**src/rtl/irq_pkg.sv**
```systemverilog
package irq_pkg;
  localparam int unsigned ADDR_W = 4;

  localparam logic [ADDR_W-1:0] OFF_PORTB    = 4'h0;
  localparam logic [ADDR_W-1:0] OFF_PORTA    = 4'h1;
  localparam logic [ADDR_W-1:0] OFF_FLAG     = 4'hD;
  localparam logic [ADDR_W-1:0] OFF_ENABLE   = 4'hE;
  localparam logic [ADDR_W-1:0] OFF_PORTA_NH = 4'hF;

  // source positions, shared with the neighbours that raise the pulses
  localparam int unsigned SRC_TMR1   = 6;
  localparam int unsigned SRC_TMR2   = 5;
  localparam int unsigned SRC_PB_L1  = 4;
  localparam int unsigned SRC_PB_L2  = 3;
  localparam int unsigned SRC_SHIFT  = 2;
  localparam int unsigned SRC_PA_L1  = 1;
  localparam int unsigned SRC_PA_L2  = 0;
endpackage

```
**src/rtl/irq_bus_decode.sv**
```systemverilog
module irq_bus_decode
  import irq_pkg::*;
#(
  parameter int unsigned DATA_W = 8,
  localparam int unsigned NSRC = DATA_W - 1
) (
  input  logic [ADDR_W-1:0] addr_i,
  input  logic              we_i,
  input  logic [DATA_W-1:0] wdata_i,
  output logic [NSRC-1:0]   flag_clr_o,
  output logic [NSRC-1:0]   en_set_o,
  output logic [NSRC-1:0]   en_clr_o
);
  logic [NSRC-1:0] pb_mask, pa_mask, wmask;
  logic            wr_flag, wr_en, wr_pb, wr_pa;

  always_comb begin
    pb_mask = '0;
    pa_mask = '0;
    pb_mask[SRC_PB_L1] = 1'b1;
    pb_mask[SRC_PB_L2] = 1'b1;
    pa_mask[SRC_PA_L1] = 1'b1;
    pa_mask[SRC_PA_L2] = 1'b1;
  end

  assign wmask   = wdata_i[NSRC-1:0];
  assign wr_flag = we_i && (addr_i == OFF_FLAG);
  assign wr_en   = we_i && (addr_i == OFF_ENABLE);
  assign wr_pb   = we_i && (addr_i == OFF_PORTB);
  assign wr_pa   = we_i && (addr_i == OFF_PORTA);
  // the no-handshake alias is decoded nowhere: it must not acknowledge

  assign flag_clr_o = (wr_flag ? wmask : '0)
                    | (wr_pb ? pb_mask : '0)
                    | (wr_pa ? pa_mask : '0);
  assign en_set_o = (wr_en &&  wdata_i[DATA_W-1]) ? wmask : '0;
  assign en_clr_o = (wr_en && !wdata_i[DATA_W-1]) ? wmask : '0;
endmodule

```
**src/rtl/irq_flag_bank.sv**
```systemverilog
module irq_flag_bank #(
  parameter int unsigned NSRC = 7
) (
  input  logic            clk_i,
  input  logic            rst_ni,
  input  logic [NSRC-1:0] set_i,
  input  logic [NSRC-1:0] clr_i,
  output logic [NSRC-1:0] flag_o
);
  for (genvar k = 0; k < NSRC; k++) begin : g_cell
    logic q;
    always_ff @(posedge clk_i or negedge rst_ni) begin
      if (!rst_ni)          q <= 1'b0;
      else if (set_i[k])    q <= 1'b1;   // set beats any clear
      else if (clr_i[k])    q <= 1'b0;
    end
    assign flag_o[k] = q;
  end
endmodule

```
**src/rtl/irq_enable_reg.sv**
```systemverilog
module irq_enable_reg #(
  parameter int unsigned NSRC = 7
) (
  input  logic            clk_i,
  input  logic            rst_ni,
  input  logic [NSRC-1:0] set_i,
  input  logic [NSRC-1:0] clr_i,
  output logic [NSRC-1:0] en_o
);
  logic [NSRC-1:0] en_q;
  always_ff @(posedge clk_i or negedge rst_ni) begin
    if (!rst_ni) en_q <= '0;
    else         en_q <= (en_q | set_i) & ~clr_i;
  end
  assign en_o = en_q;
endmodule

```
**src/rtl/irq_flag_ctrl.sv**
```systemverilog
module irq_flag_ctrl
  import irq_pkg::*;
#(
  parameter int unsigned DATA_W = 8,
  localparam int unsigned NSRC = DATA_W - 1
) (
  input  logic              clk_i,
  input  logic              rst_ni,
  input  logic [ADDR_W-1:0] bus_addr_i,
  input  logic              bus_we_i,
  input  logic [DATA_W-1:0] bus_wdata_i,
  output logic [DATA_W-1:0] bus_rdata_o,
  input  logic [NSRC-1:0]   set_pulse_i,
  input  logic [NSRC-1:0]   clr_pulse_i,
  output logic              irq_o
);
  logic [NSRC-1:0] bus_flag_clr, en_set, en_clr, flag_vec, en_vec;

  irq_bus_decode #(.DATA_W(DATA_W)) u_dec (
    .addr_i     (bus_addr_i),
    .we_i       (bus_we_i),
    .wdata_i    (bus_wdata_i),
    .flag_clr_o (bus_flag_clr),
    .en_set_o   (en_set),
    .en_clr_o   (en_clr)
  );

  irq_flag_bank #(.NSRC(NSRC)) u_flags (
    .clk_i  (clk_i),
    .rst_ni (rst_ni),
    .set_i  (set_pulse_i),
    .clr_i  (clr_pulse_i | bus_flag_clr),
    .flag_o (flag_vec)
  );

  irq_enable_reg #(.NSRC(NSRC)) u_en (
    .clk_i  (clk_i),
    .rst_ni (rst_ni),
    .set_i  (en_set),
    .clr_i  (en_clr),
    .en_o   (en_vec)
  );

  assign irq_o = |(flag_vec & en_vec);

  always_comb begin
    unique case (bus_addr_i)
      OFF_FLAG:   bus_rdata_o = {irq_o, flag_vec};
      OFF_ENABLE: bus_rdata_o = {1'b1, en_vec};
      default:    bus_rdata_o = '0;
    endcase
  end
endmodule

```
**config.mk**
```make
export PLATFORM = sky130hd
export DESIGN_NAME = irq_flag_ctrl
export DESIGN_NICKNAME = d
export VERILOG_FILES = /design/src/rtl/irq_pkg.sv /design/src/rtl/irq_bus_decode.sv /design/src/rtl/irq_flag_bank.sv /design/src/rtl/irq_enable_reg.sv /design/src/rtl/irq_flag_ctrl.sv
export SDC_FILE = /design/constraint.sdc
export NUM_CORES = 1
export LEC_CHECK = 0
export BUFFER_PORTS_ARGS = -buffer_cell sky130_fd_sc_hd__buf_2
export CAP_MARGIN = 15
export CORE_MARGIN = 1.5
export CORE_UTILIZATION = 30
export CTS_CLUSTER_DIAMETER = 50
export CTS_CLUSTER_SIZE = 25
export DETAILED_ROUTE_END_ITERATION = 8
export PLACE_DENSITY = 0.52
export SLEW_MARGIN = 15
export SYNTH_ARGS = -nofsm -noshare
export SYNTH_HDL_FRONTEND = slang
export SYNTH_SLANG_ARGS = --single-unit
```
**constraint.sdc**
```tcl
create_clock -name clk_i -period 2.7 [get_ports clk_i]
set_input_delay 0.135 -clock clk_i [delete_from_list [all_inputs] [get_ports clk_i]]
set_output_delay 0.135 -clock clk_i [all_outputs]
set_load 0.01 [all_outputs]
```
======== After elaboration in Yosys (flattened, before gate mapping) ========
Index checks and enable logic that the tools add are counted.
cells by class
  add/sub/neg operators ................... 0
  $mul .................................... 0
  divide/modulo/power cells ............... 0
  order comparisons ....................... 0
  equality and inequality tests ........... 3
  shift operators ......................... 0
  muxes and demuxes ....................... 20
  bitwise operators ....................... 7
  reductions and logical operators ........ 16
operators by type and width
  cell                  count
  $or A7 B7 Y7          4
  $mux W7               3
  $pmux W8 S2           1
  $and A7 B7 Y7         2
  $mux W1               14
  $reduce_bool A2 Y1    7
  $eq A4 B4 Y1 const B  2
  $not A7 Y7            1
  $reduce_or A7 Y1      1
  $logic_and A1 B1 Y1   6
  $mux W5               1
  $eq A4 B1 Y1 const B  1
  $logic_not A4 Y1      1
  $mux W2               1
  $logic_not A1 Y1      1
word-level totals
  flip-flop bits (word level) ............. 14
  bits in latches ......................... 0
  memory bits (writable) .................. 0
  bits in read-only memories .............. 0
  output and inout bits ................... 9
  memories ................................ 0

======== Logic depth before layout (Yosys ltp) ========
  depth in word-level cells ............... 8
  mapped depth ............................ 5
  mapped depth without buffers ............ 3

======== Modules after synthesis ========
From an unflattened synthesis, not the netlist that was laid out.
unflattened totals
  cell total of the unflattened synthesis .. 121
  area, all modules ....................... 1026.0 µm²
by module, submodules not included
  module          times used  cells each  area each (µm²)  sequential area each (µm²)
  irq_flag_bank   1           28          306.5            175.2
  irq_bus_decode  1           46          274.0            0.0
  irq_enable_reg  1           14          245.2            175.2
  irq_flag_ctrl   1           33          200.2            0.0

======== Worst setup path after synthesis ========
Ideal clock, no wire load.
  path kind ............................... reg2out
  from .................................... register u_flags.g_cell[2].q
  to ...................................... output port bus_rdata_o[7]
  arrival ................................. 1.073 ns
  setup slack ............................. 1.492 ns
  stages on the path, launching flop included .. 4
  buffers on the path ..................... 0
  cells stage by stage .................... dfrtp_1 -> a222oi_1 -> a31oi_1 -> o21ba_2
between the ends
  cells in the longest elaborated chain, start to end .. 3
RTL lines
  what                    RTL line             RTL
  start, declared         irq_flag_bank.sv:11  logic q;
  start signal, assigned  irq_flag_bank.sv:13  if (!rst_ni) q <= 1'b0;
  start signal, assigned  irq_flag_bank.sv:14  else if (set_i[k]) q <= 1'b1;
  start signal, assigned  irq_flag_bank.sv:15  else if (clr_i[k]) q <= 1'b0;
  $and A7 B7 Y7           irq_flag_ctrl.sv:44  assign irq_o = |(flag_vec & en_vec);
  $reduce_or A7 Y1        irq_flag_ctrl.sv:44
  $pmux W8 S2             irq_flag_ctrl.sv:47  unique case (bus_addr_i)
  end, declared           irq_flag_ctrl.sv:12  output logic [DATA_W-1:0] bus_rdata_o,
No other way between the ends.

======== Final worst setup path ========
Same ends and word-level chain as after synthesis.

==> results.toml <==
[placement]
hpwlAfterDp_mm = 1.551
placement.io_buffers = 37
globalplace.congestion = 0.6667
dpl_worst_slack_ns = 1.271

[yosys]
leading_post_synthesis_cells_by_cell_area = "sky130_fd_sc_hd__dfrtp_1 41%, sky130_fd_sc_hd__nand3_1 8.3%, sky130_fd_sc_hd__a22oi_1 8.0%"
combinational_family_with_the_most_area_after_synthesis = "simple AND/OR/NAND/NOR gates"
number_of_enable_flip_flop_cells_after_synthesis = 0
yosys.area_share.xor_xnor_pct = 0
synth_warnings = 0
post_synthesis_sequential_area_ratio_pct = 41.42
syn_nets = 111
synth-main-ff-cell = "sky130_fd_sc_hd__dfrtp_1"
synth_mux_area_share_pct = 10.65
netlist.area_leader.share_pct = 41.42
synth_async_sr_flop_share_pct = 100.0
avg_cell_area_syn_um2 = 10.31
synth.cells.most_frequent = "14 x sky130_fd_sc_hd__dfrtp_1, 14 x sky130_fd_sc_hd__nand3_1, 9 x sky130_fd_sc_hd__a22oi_1, 9 x sky130_fd_sc_hd__nor2_1, 7 x sky130_fd_sc_hd__inv_1"
synth_simple_gate_area_share_pct = 19.97
netlist.top_cell.by_area = "sky130_fd_sc_hd__dfrtp_1"
yosys.cell_types.count = 20
synth_compound_gate_area_share_pct = 18.93
synth-seq-cells = 14
yosys.area_share.adder_pct = 0
synthCells = 82
syn_area_um2 = 845.8

[timing]
post_route_clock_skew_ns = 0
final_period_minus_worst_setup_slack_ns = 1.736
hold_viol = 0
worstMarginPinSlew_ns = 0.5755
setup_viol = 0
ratio_of_final_minimum_period_to_clock_period_pct = 64.28
unrepaired_setup_endpoints_after_global_routing = "no"
achievable-frequency_mhz = 576.2
finalWorstSetupSlack_ns = 0.9645
slew-limit-headroom_pct = 61.64
drv_slew = 0
timing.setup.tns_ns = 0
final.hold.worst_slack_ns = 0.03341

[clock_network]
cts_root_buf = "sky130_fd_sc_hd__clkbuf_4"
clock_insertion_delay_worst_skew_ns = 0.28
ctsResizeCount = 0
numCtsBuffers = 3
cts-htree-levels = 1
clock-sinks = 14
cts_tree = "yes"
max-clock-path-buffers = 2
clkTransAtPathRegs_ns = 0.09

[floorplanning]
die_area_um2 = 3147
die-width_um = 56.10
floorplan.core_area_um2 = 2710
top_level_ports = 38
start_util_pct = 31.21
dieHeight_um = 56.10
placementRows = 19

[power_and_ir_drop]
leakage_nw = 0.5284
power_per_cell_area_nw_per_um2 = 501.5
post-layout-total-power_mw = 0.5346
max-vdd-ir-drop_uv = 269.6

[critical_path]
cpPeakStageDelay_ns = 0.43
cp-end-kind = "primary output"
timing.critical_path.cells = "a222oi_1 -> a31oi_1 -> o21ba_2 -> buf_2"
crit_type = "flop to primary output"
worst-path-max-fanout = 3
startpoint_kind_of_the_worst_setup_timing_path = "flop"
critPathSlowestCell = "sky130_fd_sc_hd__a222oi_1"
worst-endpoint-required_ns = 2.57
critical_path_arrival_ns = 1.60

[routing]
remaining_drc_errors = 0
wl_per_cell_um = 13.87
final_antenna_net_count = 0
via_count = 768
via_per_inst = 5.086
dr.pass1.iters = 4
wirelength_mm = 2.094
dr.first_iter.drc_count = 30

[global_route]
grt_pass1_vias = 693
grt_overflow = 0
grt_max_degree = 16
grt_antenna_before_repair = 0
groute.usage.overall_pct = 14.17
global_route_wire_length_before_repair_mm = 3.436

[job]
maxCapViolCount = 0

[final_layout]
syn_to_final_growth_pct = 26.04
regArea_um2 = 350.3
multi_input_comb_area_um2 = 419.2
post_route_cells_drive_above_1_share_pct = 47.50
fillers = 293
n_antenna_cell = 0
design.final.nets = 150

[status]
status = "finished, final reports clean"

[min_path]
timing.hold.worst.class = "primary input to flop"
## state kept, by name (all words and copies together), names as in the netlist
name and count:
u_flags.g_cell.q 7, u_en.en_o 7
## path summary, 6_finish.rpt
path	cells after the start	endpoint	slack [ns]	startpoint
setup / recovery	4	bus_rdata_o[7]	0.96	u_flags.g_cell[2].q
hold / removal	2	u_flags.g_cell[1].q	0.03	set_pulse_i[1]
setup reg to reg	1	u_en.en_o[2]	1.91	u_en.en_o[2]
hold reg to reg	1	u_en.en_o[1]	0.54	u_en.en_o[1]
max in group asynchronous	2	u_flags.g_cell[3].q	2.18	rst_ni
min in group asynchronous	2	u_flags.g_cell[6].q	0.28	rst_ni
## cells by family (layout without fill, tap and decap cells)
group | after synthesis | count (layout)
AOI/OAI and AO/OA | 19 | 19
DFF | 14 | 14
muxes | 7 | 7
buffers and inverters | 11 | 49
and+or+nand+nor | 31 | 31
## cell usage in the layout, fill, tap and decap left out
cell,instances
sky130_fd_sc_hd__a222oi_1,1
sky130_fd_sc_hd__a22oi_1,9
sky130_fd_sc_hd__a31o_2,3
sky130_fd_sc_hd__a31oi_1,1
sky130_fd_sc_hd__a41o_1,4
sky130_fd_sc_hd__and2b_2,2
sky130_fd_sc_hd__and3_1,1
sky130_fd_sc_hd__buf_2,37
sky130_fd_sc_hd__clkbuf_4,3
sky130_fd_sc_hd__clkbuf_8,1
sky130_fd_sc_hd__dfrtp_1,14
sky130_fd_sc_hd__dlygate4sd3_1,1
sky130_fd_sc_hd__inv_1,7
sky130_fd_sc_hd__mux2_2,4
sky130_fd_sc_hd__mux2_4,3
sky130_fd_sc_hd__nand2_1,1
sky130_fd_sc_hd__nand3_1,14
sky130_fd_sc_hd__nand3_2,3
sky130_fd_sc_hd__nor2_1,9
sky130_fd_sc_hd__o21ba_2,1
sky130_fd_sc_hd__or2b_1,1
## critical path: cells and delay by family, from the launching register on
family	cells	cell delay [ns]
AOI/OAI and AO/OA	3	0.78
buffers and inverters	1	0.13
DFF	1	0.41
## per-layer routing
metal | global-route usage [%] | up-vias | routed length, um
met1 | 21.75 | 353 | 1067
li1 | - | 382 | -
met4 | 4.082 | 0 | 17
met5 | 0 | - | 0
met3 | 4.419 | 2 | 154
met2 | 18.82 | 31 | 855
## per-stage QoR
| step | area (um^2) | util [%] | instances |
|---|---|---|---|
| 2_1_floorplan | 845.8 | - | 82 |
| 3_3_place_gp | 1020 | 37.63 | 146 |
| 3_5_place_dp | 1020 | 37.63 | 146 |
| 4_1_cts | 1066 | 39.34 | 151 |
| 5_1_grt | 1066 | 39.34 | 151 |
| 6_report | 1066 | 39.34 | 151 |
## timing repair
action	CTS	global route
hold buffers	1	0
setup buffers	0	0
hold endpoints to repair	14	0
## where the power goes
group | switching (mW) | total, mW | leakage [nW] | internal, mW
clock network | 0.0702 | 0.152 | 0.0210 | 0.0821
registers | 0.0227 | 0.260 | 0.165 | 0.238
logic | 0.0563 | 0.122 | 0.342 | 0.0658
total | 0.149 | 0.535 | 0.528 | 0.385
## final cells by class
class,count,area share [%]
clock buffers,4,3.404
inverters,7,2.465
multi-input cells,57,39.32
flip-flops and latches,14,32.86
well taps,31,3.639
repair buffers,38,18.31
(Power assumes the default switching activity.)
